## src/rtl/bas_pkg.sv

```systemverilog
package bas_pkg;

  typedef enum logic {
    ORDER_LINEAR     = 1'b0,
    ORDER_INTERLEAVE = 1'b1
  } burst_order_e;

endpackage

```

## src/rtl/bas_strobe_qual.sv

```systemverilog
module bas_strobe_qual (
  input  logic ads_proc_n,
  input  logic ads_ctrl_n,
  input  logic ce_pri_n,
  input  logic ce_sec,
  input  logic ce_ter_n,
  output logic load,
  output logic chip_sel
);

  logic proc_ok;
  logic ctrl_ok;

  always_comb begin
    // processor strobe needs the primary enable; controller strobe always counts
    proc_ok  = ~ads_proc_n & ~ce_pri_n;
    ctrl_ok  = ~ads_ctrl_n;
    load     = proc_ok | ctrl_ok;
    chip_sel = ~ce_pri_n & ce_sec & ~ce_ter_n;
  end

endmodule

```

## src/rtl/bas_capture.sv

```systemverilog
module bas_capture
  import bas_pkg::*;
#(
  parameter int ADDR_W = 20
) (
  input  logic              clk,
  input  logic              rst_n,
  input  logic              load,
  input  logic [ADDR_W-1:0] addr_in,
  input  logic              order_sel,
  input  logic              chip_sel,
  output logic [ADDR_W-1:0] base_q,
  output burst_order_e      mode_q,
  output logic              valid_q
);

  logic [ADDR_W-1:0] base_d;
  burst_order_e      mode_d;
  logic              valid_d;

  always_comb begin
    base_d  = base_q;
    mode_d  = mode_q;
    valid_d = valid_q;
    if (load) begin
      base_d  = addr_in;
      mode_d  = burst_order_e'(order_sel);
      valid_d = chip_sel;
    end
  end

  always_ff @(posedge clk or negedge rst_n) begin
    if (!rst_n) begin
      base_q  <= '0;
      mode_q  <= ORDER_LINEAR;
      valid_q <= 1'b0;
    end else if (load) begin
      base_q  <= base_d;
      mode_q  <= mode_d;
      valid_q <= valid_d;
    end
  end

endmodule

```

## src/rtl/bas_beat_counter.sv

```systemverilog
module bas_beat_counter #(
  parameter int BEAT_W = 2
) (
  input  logic              clk,
  input  logic              rst_n,
  input  logic              load,
  input  logic              step,
  output logic [BEAT_W-1:0] beat_q
);

  logic [BEAT_W-1:0] beat_d;
  logic              beat_en;

  always_comb begin
    beat_en = load | step;
    if (load) beat_d = '0;
    else      beat_d = beat_q + BEAT_W'(1);   // wraps modulo the burst length
  end

  always_ff @(posedge clk or negedge rst_n) begin
    if (!rst_n)       beat_q <= '0;
    else if (beat_en) beat_q <= beat_d;
  end

endmodule

```

## src/rtl/bas_order_map.sv

```systemverilog
module bas_order_map
  import bas_pkg::*;
#(
  parameter int BEAT_W = 2
) (
  input  burst_order_e      mode,
  input  logic [BEAT_W-1:0] start_low,
  input  logic [BEAT_W-1:0] beat,
  output logic [BEAT_W-1:0] low_out
);

  logic [BEAT_W-1:0] lin_low;
  logic [BEAT_W-1:0] ilv_low;

  assign lin_low = start_low + beat;

  for (genvar b = 0; b < BEAT_W; b++) begin : g_ilv_bit
    assign ilv_low[b] = start_low[b] ^ beat[b];
  end

  always_comb begin
    unique case (mode)
      ORDER_INTERLEAVE: low_out = ilv_low;
      default:          low_out = lin_low;
    endcase
  end

endmodule

```

## src/rtl/burst_addr_seq.sv

```systemverilog
module burst_addr_seq
  import bas_pkg::*;
#(
  parameter int ADDR_W = 20,
  parameter int BEAT_W = 2
) (
  input  logic              clk,
  input  logic              rst_n,
  input  logic [ADDR_W-1:0] addr_in,
  input  logic              ads_proc_n,
  input  logic              ads_ctrl_n,
  input  logic              adv_n,
  input  logic              ce_pri_n,
  input  logic              ce_sec,
  input  logic              ce_ter_n,
  input  logic              order_sel,
  output logic [ADDR_W-1:0] addr_out,
  output logic              addr_valid
);

  localparam int UPPER_W = ADDR_W - BEAT_W;

  logic              load;
  logic              chip_sel;
  logic              step;
  logic [ADDR_W-1:0] base_q;
  burst_order_e      mode_q;
  logic              valid_q;
  logic [BEAT_W-1:0] beat_q;
  logic [BEAT_W-1:0] low_addr;
  logic [UPPER_W-1:0] upper_addr;

  bas_strobe_qual u_qual (
    .ads_proc_n (ads_proc_n),
    .ads_ctrl_n (ads_ctrl_n),
    .ce_pri_n   (ce_pri_n),
    .ce_sec     (ce_sec),
    .ce_ter_n   (ce_ter_n),
    .load       (load),
    .chip_sel   (chip_sel)
  );

  bas_capture #(.ADDR_W(ADDR_W)) u_cap (
    .clk       (clk),
    .rst_n     (rst_n),
    .load      (load),
    .addr_in   (addr_in),
    .order_sel (order_sel),
    .chip_sel  (chip_sel),
    .base_q    (base_q),
    .mode_q    (mode_q),
    .valid_q   (valid_q)
  );

  // a strobe outranks advance; advance only while the device is selected
  assign step = ~load & ~adv_n & valid_q;

  bas_beat_counter #(.BEAT_W(BEAT_W)) u_beat (
    .clk    (clk),
    .rst_n  (rst_n),
    .load   (load),
    .step   (step),
    .beat_q (beat_q)
  );

  bas_order_map #(.BEAT_W(BEAT_W)) u_map (
    .mode      (mode_q),
    .start_low (base_q[BEAT_W-1:0]),
    .beat      (beat_q),
    .low_out   (low_addr)
  );

  assign upper_addr = base_q[ADDR_W-1:BEAT_W];
  assign addr_out   = {upper_addr, low_addr};
  assign addr_valid = valid_q;

endmodule

```

## config.mk

```make
export PLATFORM = sky130hd
export DESIGN_NAME = burst_addr_seq
export DESIGN_NICKNAME = d
export VERILOG_FILES = /design/src/rtl/bas_pkg.sv /design/src/rtl/bas_strobe_qual.sv /design/src/rtl/bas_capture.sv /design/src/rtl/bas_beat_counter.sv /design/src/rtl/bas_order_map.sv /design/src/rtl/burst_addr_seq.sv
export SDC_FILE = /design/constraint.sdc
export NUM_CORES = 1
export LEC_CHECK = 0
export ABC_AREA = 1
export BUFFER_PORTS_ARGS = -buffer_cell sky130_fd_sc_hd__buf_4
export CAP_MARGIN = 20
export CORE_ASPECT_RATIO = 0.7
export CORE_UTILIZATION = 25
export CTS_BUF_LIST = sky130_fd_sc_hd__clkbuf_8
export CTS_CLUSTER_DIAMETER = 120
export CTS_CLUSTER_SIZE = 12
export DETAILED_ROUTE_END_ITERATION = 7
export PLACE_DENSITY_LB_ADDON = 0.2
export SYNTH_ARGS = -nofsm -noshare
export SYNTH_HDL_FRONTEND = slang
export SYNTH_SLANG_ARGS = --single-unit
```

## constraint.sdc

```tcl
create_clock -name clk -period 1.3 [get_ports clk]
set_input_delay 0.26 -clock clk [delete_from_list [all_inputs] [get_ports clk]]
set_output_delay 0.26 -clock clk [all_outputs]
set_load 0.02 [all_outputs]
```

After elaboration in Yosys (flattened, before gate mapping)
Index checks and enable logic that the tools add are counted.
{"block": "totals", "ff_bits": 24, "inputBits": 29, "output_inout_bits": 21, "wordCells": 23}
{"block": "classes", "add_sub_neg": 2, "muxes": 2, "bitwise": 15}
{"operator": "$not A1 Y1", "count": 6}
{"operator": "$and A1 B1 Y1", "count": 5}
{"operator": "$mux W2", "count": 2}
{"operator": "$add A2 B1 Y2 const B", "count": 1}
{"operator": "$add A2 B2 Y2", "count": 1}
{"operator": "$or A1 B1 Y1", "count": 2}
{"operator": "$xor A1 B1 Y1", "count": 2}

Logic depth before layout (Yosys ltp)
Gate-level depths: netlist (run 1).
{"block": "logic_depth", "word_depth": 7, "depth_mapped": 6}

By module
From an unflattened synthesis (run 1), not the netlist that was laid out.
{"block": "hier_totals", "hier_cells": 126, "area_unflattened_um2": 1026.0}
{"mod": "bas_capture", "instances": 1, "cells_each": 93, "area_each_um2": 839.6, "seq_area_each_um2": 550.5}
{"mod": "bas_beat_counter", "instances": 1, "cells_each": 11, "area_each_um2": 86.3, "seq_area_each_um2": 50.0}
{"mod": "bas_order_map", "instances": 1, "cells_each": 15, "area_each_um2": 67.6, "seq_area_each_um2": 0.0}
{"mod": "bas_strobe_qual", "instances": 1, "cells_each": 4, "area_each_um2": 18.8, "seq_area_each_um2": 0.0}
{"mod": "burst_addr_seq", "instances": 1, "cells_each": 3, "area_each_um2": 13.8, "seq_area_each_um2": 0.0}

Least setup slack after synthesis (run 1)
Ideal clock, no wire load.
{"block": "synth_path", "path_type": "register to output", "from": "register u_beat.beat_q[0]", "to": "output port addr_out[1]", "arrival_time_ns": 0.889, "required_time_ns": 1.040, "setup_slack_ns": 0.151, "path_stages_with_launch": 7, "cell_sequence": "dfrtp_1 ha_1 nand2_1 inv_1 nand2_1 nand2_1 inv_1"}
{"block": "synth_between", "elab_chain_cells": 2}
{"item": "start: declaration", "line_no": "bas_beat_counter.sv:8", "text": "output logic [BEAT_W-1:0] beat_q"}
{"item": "start signal: assignment", "line_no": "bas_beat_counter.sv:22", "text": "else if (beat_en) beat_q <= beat_d;"}
{"item": "$add A2 B2 Y2", "line_no": "bas_order_map.sv:15", "text": "assign lin_low = start_low + beat;"}
{"item": "$mux W2", "line_no": "bas_order_map.sv:22", "text": "unique case (mode)"}
{"item": "end: declaration", "line_no": "burst_addr_seq.sv:17", "text": "output logic [ADDR_W-1:0] addr_out,"}
Every way passes these cells.

Worst setup path after layout (run 1)
{"block": "layout_path", "from": "register u_cap.base_q[0]", "to": "output port addr_out[1]"}
{"block": "layout_between", "elab_chain_cells": 2}
{"item": "start: declaration", "line_no": "bas_capture.sv:12", "text": "output logic [ADDR_W-1:0] base_q,"}
{"item": "start signal: assignment", "line_no": "bas_capture.sv:38", "text": "base_q <= base_d;"}
{"item": "$add A2 B2 Y2", "line_no": "bas_order_map.sv:15"}
{"item": "$mux W2", "line_no": "bas_order_map.sv:22"}
Every way passes these cells.

==> impl_metrics.env, run 1 <==
export IMPL_tritoncts_clock_tree="yes"
export IMPL_p_seq_frac=0.449
export IMPL_synth_lib_cells_used_distinct=15
export IMPL_timing_reg2reg_worst_path_depth=6
export IMPL_final_hold_viols=0
export IMPL_crit_path_end_kind="output port"
export IMPL_crit_reg2reg_capture="u_beat.beat_q[1]"
export IMPL_post_route_period_util=1.12
export IMPL_p_leak_nw=0.865
export IMPL_netlist_top_cells_area="sky130_fd_sc_hd__dfrtp_1 (52%), sky130_fd_sc_hd__nand2_1 (23%), sky130_fd_sc_hd__buf_4 (13%), sky130_fd_sc_hd__inv_1 (3.3%), sky130_fd_sc_hd__nand3_1 (1.3%)"
export IMPL_tns_ps=-200
export IMPL_violations_in_the_final_reports="setup timing"
export IMPL_outcome="finished with violations"
export IMPL_rr_startpoint="u_beat.beat_q[0]"
export IMPL_drtIter0Drc=11
export IMPL_dr_pass1_iters=2
export IMPL_die_outline_height_um=58.7
export IMPL_power_switching_mw=0.487
export IMPL_slew_viol_final=0
export IMPL_h_tree_depth=1
export IMPL_cts_buffer_depth=2
export IMPL_total_number_of_clock_tree_sinks=24
export IMPL_worst_slew_pin_transition_ps=539
export IMPL_unrepaired_setup_endpoints_after_global_routing="true"
export IMPL_design_power_mw=1.89
export IMPL_global_route_wire_length_before_repair_um=4290
export IMPL_switching_share=0.257
export IMPL_worst_path_cell_chain="ha_2 -> nand2_2 -> nand3_2 -> nand2_1 -> inv_1 -> buf_6"
export IMPL_dr_total_vias=908
export IMPL_path_clk_slew_ps=90
export IMPL_via_per_inst=3.97
export IMPL_largest_net_degree_at_the_start_of_global_routing=25
export IMPL_mappedNetlistNets=169
export IMPL_holdCritStartpoint="addr_in[12]"
export IMPL_die_area_mm2=0.00487
export IMPL_synth_warning_count=0
export IMPL_hpwlAfterDp_um=1730
export IMPL_achievable_freq_mhz=686
export IMPL_globalRouteTotalUtil=0.112
export IMPL_critical_path_startpoint_type="register"
export IMPL_crit_path_start="u_cap.base_q[0]"
export IMPL_final_layout_size_suffix_gt1_frac=0.362
export IMPL_ir_worst_vdd_mv=0.416
export IMPL_netlist_instances=139
export IMPL_layout_min_cycle_time_ps=1460
export IMPL_synth_seq_area_share=0.523
export IMPL_final_fill_count=461
export IMPL_cap_viol_max_count=0
export IMPL_slowest_stage="sky130_fd_sc_hd__dfrtp_1"
export IMPL_timing_worst_setup_path_type="register to output port"
export IMPL_worst_slack_ps=-157
export IMPL_syn2layout_area_growth_pct=34.3
export IMPL_ios=50
export IMPL_effective_utilization_at_floorplan=0.262
export IMPL_core_area_mm2=0.00438
export IMPL_top_area_cell_type_share_of_the_netlist_area=0.523
export IMPL_synth_top_cell_by_area="sky130_fd_sc_hd__dfrtp_1"
export IMPL_dp_slack_ps=43.2
export IMPL_fin_skew_ps=0.503
export IMPL_antenna_cells=0
export IMPL_hold_path_class="input pin to register"
export IMPL_layout_cells_most_common_list="sky130_fd_sc_hd__nand2_1 (67), sky130_fd_sc_hd__buf_4 (50), sky130_fd_sc_hd__dfrtp_1 (24), sky130_fd_sc_hd__inv_1 (9)"
export IMPL_comb_power_share=0.209
export IMPL_layout_cells_most_common="sky130_fd_sc_hd__nand2_1"
export IMPL_first_global_vias=968
export IMPL_post_synth_instance_area_mm2=0.00115
export IMPL_initial_antenna_violation_count=0
export IMPL_gpl_final_weighted_congestion=0.708
export IMPL_timing_critical_path_required_ps=1040
export IMPL_cpPeakStageDelay_ps=390
export IMPL_min_delay_endpoint="u_cap.base_q[12]"
export IMPL_route_final_wire_length_um=2450
export IMPL_data_arrival_time_at_the_worst_slack_endpoint_ps=1200
export IMPL_overflow=0
export IMPL_portBuffers=49
export IMPL_clock_latency_of_the_later_clocked_register_in_the_worst_skew_pair_ps=260
export IMPL_critical_path_max_fanout=2
export IMPL_rows=20
export IMPL_synth_ff_latch_count=24
export IMPL_post_drt_wl_per_cell_um=10.7
export IMPL_powerDensity_mw_per_mm2=1230
export IMPL_design_final_nets=205
export IMPL_intPower_mw=1.41
export IMPL_power_clock_fraction=0.343
export IMPL_relSlewSlack=0.640
export IMPL_cts_inserted_buffers=3
export IMPL_ant_nets=0
export IMPL_worst_hold_path_num_cells=3
export IMPL_post_synth_cell_area_avg_um2=8.26
export IMPL_setup_viol=2
export IMPL_root_buffer="sky130_fd_sc_hd__clkbuf_8"
export IMPL_drc=0
export IMPL_die_w_um=83.0
export IMPL_rrSetupSlack_ps=290
-- layout make-up --
type / instances / area [um^2] / area share
Sequential cell: 24 / 601 / 0.389
Timing Repair Buffer: 53 / 408 / 0.264
Inverter: 10 / 37.5 / 0.0243
Clock inverter: 1 / 30.0 / 0.0195
Tap cell: 55 / 68.8 / 0.0446
Multi-Input combinational cell: 83 / 357 / 0.231
Clock buffer: 3 / 41.3 / 0.0268
-- through the flow --
stage,utilization,area [um^2],hold slack (ps),instances
2_1_floorplan,-,1150,-35.6,139
3_3_place_gp,0.326,1430,177,222
3_5_place_dp,0.326,1430,180,222
4_1_cts,0.349,1530,168,228
5_1_grt,0.352,1540,172,229
6_report,0.352,1540,182,229
-- flip-flops by register name (all words and copies together) (netlist names) --
| register | flops |
|---|---|
| u_beat.beat_q | 2 |
| u_cap.base_q | 20 |
| u_cap.mode_q | 1 |
| u_cap.valid_q | 1 |
-- kinds of logic after synthesis --
family | count (synthesis) | share of synthesized area
simple gates | 77 | 0.264
buf+inv | 32 | 0.178
flops | 24 | 0.523
compound gates | 5 | 0.0250
fa+ha+maj | 1 | 0.0109
-- critical path: cells and delay by family, from the launching register on --
family | cells | cell delay [ps]
adder cells (fa/ha/maj) | 1 | 190
buffers and inverters | 2 | 170
flip-flops | 1 | 390
AND/OR/NAND/NOR | 3 | 200
-- layer usage --
metal  part of all wire  global-route usage
met3              0.052              0.0449
met4                  0              0.0148
met1               0.46               0.130
met5                  0                   0
met2               0.48               0.204
-- Yosys cell counts --
cell type	instances
sky130_fd_sc_hd__buf_4	20
sky130_fd_sc_hd__nor2_1	3
sky130_fd_sc_hd__a21oi_1	1
sky130_fd_sc_hd__nand3_1	3
sky130_fd_sc_hd__nor2_4	1
sky130_fd_sc_hd__nand4_1	1
sky130_fd_sc_hd__o21ai_1	1
sky130_fd_sc_hd__o21ai_2	1
sky130_fd_sc_hd__ha_1	1
sky130_fd_sc_hd__o21ai_0	2
sky130_fd_sc_hd__dfrtp_1	24
sky130_fd_sc_hd__inv_1	10
sky130_fd_sc_hd__buf_6	1
sky130_fd_sc_hd__buf_2	1
sky130_fd_sc_hd__nand2_1	69
-- worst max-delay path by stage --
stage	to	cells after the start
finish	addr_out[1]	6
detailed placement	addr_out[1]	6
global placement	addr_out[1]	6
CTS	addr_out[1]	7
floorplan	addr_out[1]	6
global route	addr_out[1]	6
-- power by group through the flow --
| stage | logic, mW | registers [mW] | clock network (mW) |
|---|---|---|---|
| floorplan | 0.270 | 0.855 | 0 |
| global placement | 0.382 | 0.863 | 0 |
| detailed placement | 0.387 | 0.864 | 0 |
| CTS | 0.399 | 0.851 | 0.677 |
| global route | 0.440 | 0.860 | 0.712 |
| finish | 0.395 | 0.850 | 0.649 |
-- timing repair --
action | CTS | global route
setup endpoints to repair | 2 | 2
hold buffers | 1 | 0
buffers inserted | 1 | 1
pin swaps | 4 | 3
hold endpoints to repair | 24 | 0
gates resized for setup | 4 | 3
No activity file was read; power rests on OpenSTA's default activity.
==> run 2, diff against run 1 <==
--- a/config.mk
+++ b/config.mk
@@ -17,4 +17,5 @@
 export PLACE_DENSITY_LB_ADDON = 0.2
 export SYNTH_ARGS = -nofsm -noshare
 export SYNTH_HDL_FRONTEND = slang
+export SYNTH_HIERARCHICAL = 1
 export SYNTH_SLANG_ARGS = --single-unit
==> impl_metrics.env, run 2 <==
export IMPL_outcome="finished with violations"
export IMPL_violations_in_the_final_reports="setup timing"
export IMPL_netlist_top_cells_area="sky130_fd_sc_hd__dfrtp_1 (59%), sky130_fd_sc_hd__nand2_1 (28%), sky130_fd_sc_hd__inv_1 (2.9%), sky130_fd_sc_hd__buf_6 (2.2%), sky130_fd_sc_hd__nand3_1 (1.5%)"
export IMPL_rows=19
export IMPL_hpwlAfterDp_um=1820
export IMPL_slew_viol_final=0
export IMPL_synth_commonest_cells="sky130_fd_sc_hd__nand2_1 (77), sky130_fd_sc_hd__dfrtp_1 (24), sky130_fd_sc_hd__inv_1 (8)"
export IMPL_clock_latency_of_the_later_clocked_register_in_the_worst_skew_pair_ps=260
export IMPL_synth_ff_latch_count=24
export IMPL_via_per_inst=3.90
export IMPL_timing_worst_setup_path_type="register to output port"
export IMPL_largest_net_degree_at_the_start_of_global_routing=25
export IMPL_largest_register="u_cap/base_q"
export IMPL_layout_min_cycle_time_ps=1470
export IMPL_synth_warning_count=6
export IMPL_design_final_nets=211
export IMPL_dr_pass1_iters=4
export IMPL_post_synth_cell_area_avg_um2=8.14
export IMPL_drc=0
export IMPL_p_leak_nw=0.870
export IMPL_h_tree_depth=1
export IMPL_initial_antenna_violation_count=0
export IMPL_ys_dominant_reg_cell="sky130_fd_sc_hd__dfrtp_1"
export IMPL_synth_lib_cells_used_distinct=12
export IMPL_ant_nets=0
export IMPL_worst_hold_path_num_cells=3
export IMPL_largest_registers="u_cap/base_q x20, u_beat/beat_q x2"
export IMPL_timing_critical_path_required_ps=1040
export IMPL_total_number_of_clock_tree_sinks=24
export IMPL_post_synth_instance_area_mm2=0.00103
export IMPL_die_outline_height_um=55.6
export IMPL_final_hold_viols=0
export IMPL_relSlewSlack=0.761
export IMPL_layout_cells_most_common="sky130_fd_sc_hd__nand2_1"
export IMPL_drtIter0Drc=28
export IMPL_max_reg_flops=20
export IMPL_unrepaired_setup_endpoints_after_global_routing="true"
export IMPL_crit_path_end_kind="output port"
export IMPL_powerDensity_mw_per_mm2=1220
export IMPL_synthMostInstantiatedCell="sky130_fd_sc_hd__nand2_1"
export IMPL_design_power_mw=1.89
export IMPL_path_clk_slew_ps=90
export IMPL_overflow=0
export IMPL_setup_viol=2
export IMPL_tritoncts_clock_tree="yes"
export IMPL_cts_buffer_depth=2
export IMPL_worst_slew_pin_transition_ps=358
export IMPL_gpl_final_weighted_congestion=0.686
export IMPL_hold_path_class="input pin to register"
export IMPL_post_route_period_util=1.13
export IMPL_cap_viol_max_count=0
export IMPL_achievable_freq_mhz=682
export IMPL_antenna_cells=0
export IMPL_final_layout_size_suffix_gt1_frac=0.344
export IMPL_global_route_wire_length_before_repair_um=4000
export IMPL_fin_skew_ps=0.111
export IMPL_root_buffer="sky130_fd_sc_hd__clkbuf_8"
export IMPL_worst_slack_ps=-166
export IMPL_post_synthesis_async_set_or_reset_flop_share=1.00
export IMPL_first_global_vias=927
export IMPL_core_area_mm2=0.00392
export IMPL_critical_path_startpoint_type="register"
export IMPL_critical_path_max_fanout=2
export IMPL_hold_slack_final_ps=183
export IMPL_timing_reg2reg_worst_path_depth=5
export IMPL_portBuffers=49
export IMPL_synth_top_cell_by_area="sky130_fd_sc_hd__dfrtp_1"
export IMPL_synth_enable_flop_cells=0
export IMPL_die_area_mm2=0.00437
export IMPL_dr_total_vias=905
export IMPL_syn2layout_area_growth_pct=51.7
export IMPL_data_arrival_time_at_the_worst_slack_endpoint_ps=1210
export IMPL_netlist_instances=126
export IMPL_synth_seq_area_share=0.585
export IMPL_ir_worst_vdd_mv=0.424
export IMPL_mappedNetlistNets=156
export IMPL_tns_ps=-185
export IMPL_post_drt_wl_per_cell_um=10.0
export IMPL_route_final_wire_length_um=2330
export IMPL_globalRouteTotalUtil=0.118
export IMPL_effective_utilization_at_floorplan=0.262
export IMPL_cts_inserted_buffers=3
export IMPL_die_w_um=78.6
export IMPL_top_area_cell_type_share_of_the_netlist_area=0.585
export IMPL_ios=50
export IMPL_layout_cells_most_common_list="sky130_fd_sc_hd__nand2_1 (77), sky130_fd_sc_hd__buf_4 (51), sky130_fd_sc_hd__dfrtp_1 (24), sky130_fd_sc_hd__inv_1 (8), sky130_fd_sc_hd__nor2_1 (4)"
## run 2: worst max-delay path, cell delays in order (launching register included)
cell	delay, ps
sky130_fd_sc_hd__dfrtp_1	400
sky130_fd_sc_hd__ha_4	150
sky130_fd_sc_hd__inv_1	30
sky130_fd_sc_hd__nor2_1	70
sky130_fd_sc_hd__nand3_1	70
sky130_fd_sc_hd__nand2_1	60
sky130_fd_sc_hd__inv_1	40
sky130_fd_sc_hd__buf_6	120
## run 2: final timing paths
check,startpoint,to,slack [ps]
worst max-delay path,u_beat/beat_q[0],addr_out[1],-170
min in group asynchronous,rst_n,u_cap/base_q[16],420
worst min-delay path,addr_in[19],u_cap/base_q[19],180
max in group asynchronous,rst_n,u_cap/base_q[14],630
worst min register to register,u_cap/base_q[15],u_cap/base_q[15],480
worst max register to register,u_cap/valid_q,u_beat/beat_q[1],410
## run 2: kinds of logic (layout without fill, tap and decap cells)
group	after synthesis	in the layout	share of synthesized area
AND/OR/NAND/NOR	86	86	0.323
flip-flops	24	24	0.585
buffers and inverters	13	67	0.0695
AO/OA/AOI/OAI	2	2	0.00975
adder cells (fa/ha/maj)	1	1	0.0122
## run 2: power breakdown
group | internal (mW) | total, mW | switching (mW)
logic | 0.185 | 0.389 | 0.204
clock network | 0.412 | 0.650 | 0.238
registers | 0.811 | 0.853 | 0.0421
total | 1.41 | 1.89 | 0.484
## run 2: layout make-up
type	instances	area, um^2
clock buffer	3	41.3
clock inverter	1	30.0
fill	423	2370
inverter	9	33.8
multi-input combinational	89	370
sequential	24	601
tap	52	65.1
timing repair buffer	54	415
## run 2: metrics by stage
step           instances  setup slack, ps  utilization  instance area (um^2)
3_5_place_dp         226             90.4        0.369                  1450
5_1_grt              232             -243        0.397                  1560
3_3_place_gp         226              111        0.369                  1450
6_report             232             -166        0.397                  1560
4_1_cts              232             -179        0.394                  1550
2_1_floorplan        126              143            -                  1030
## run 2: timing repair
action	CTS	global route
gates resized for setup	3	1
setup buffers	1	0
hold buffers	1	0
endpoints found under the setup margin	2	2
hold endpoints to repair	24	0
pin swaps	1	1
## run 2: routing by layer
layer | track usage | wire (um)
met1 | 0.141 | 1050
met2 | 0.190 | 1060
met3 | 0.0574 | 194
met4 | 0.0317 | 20
met5 | 0 | 0
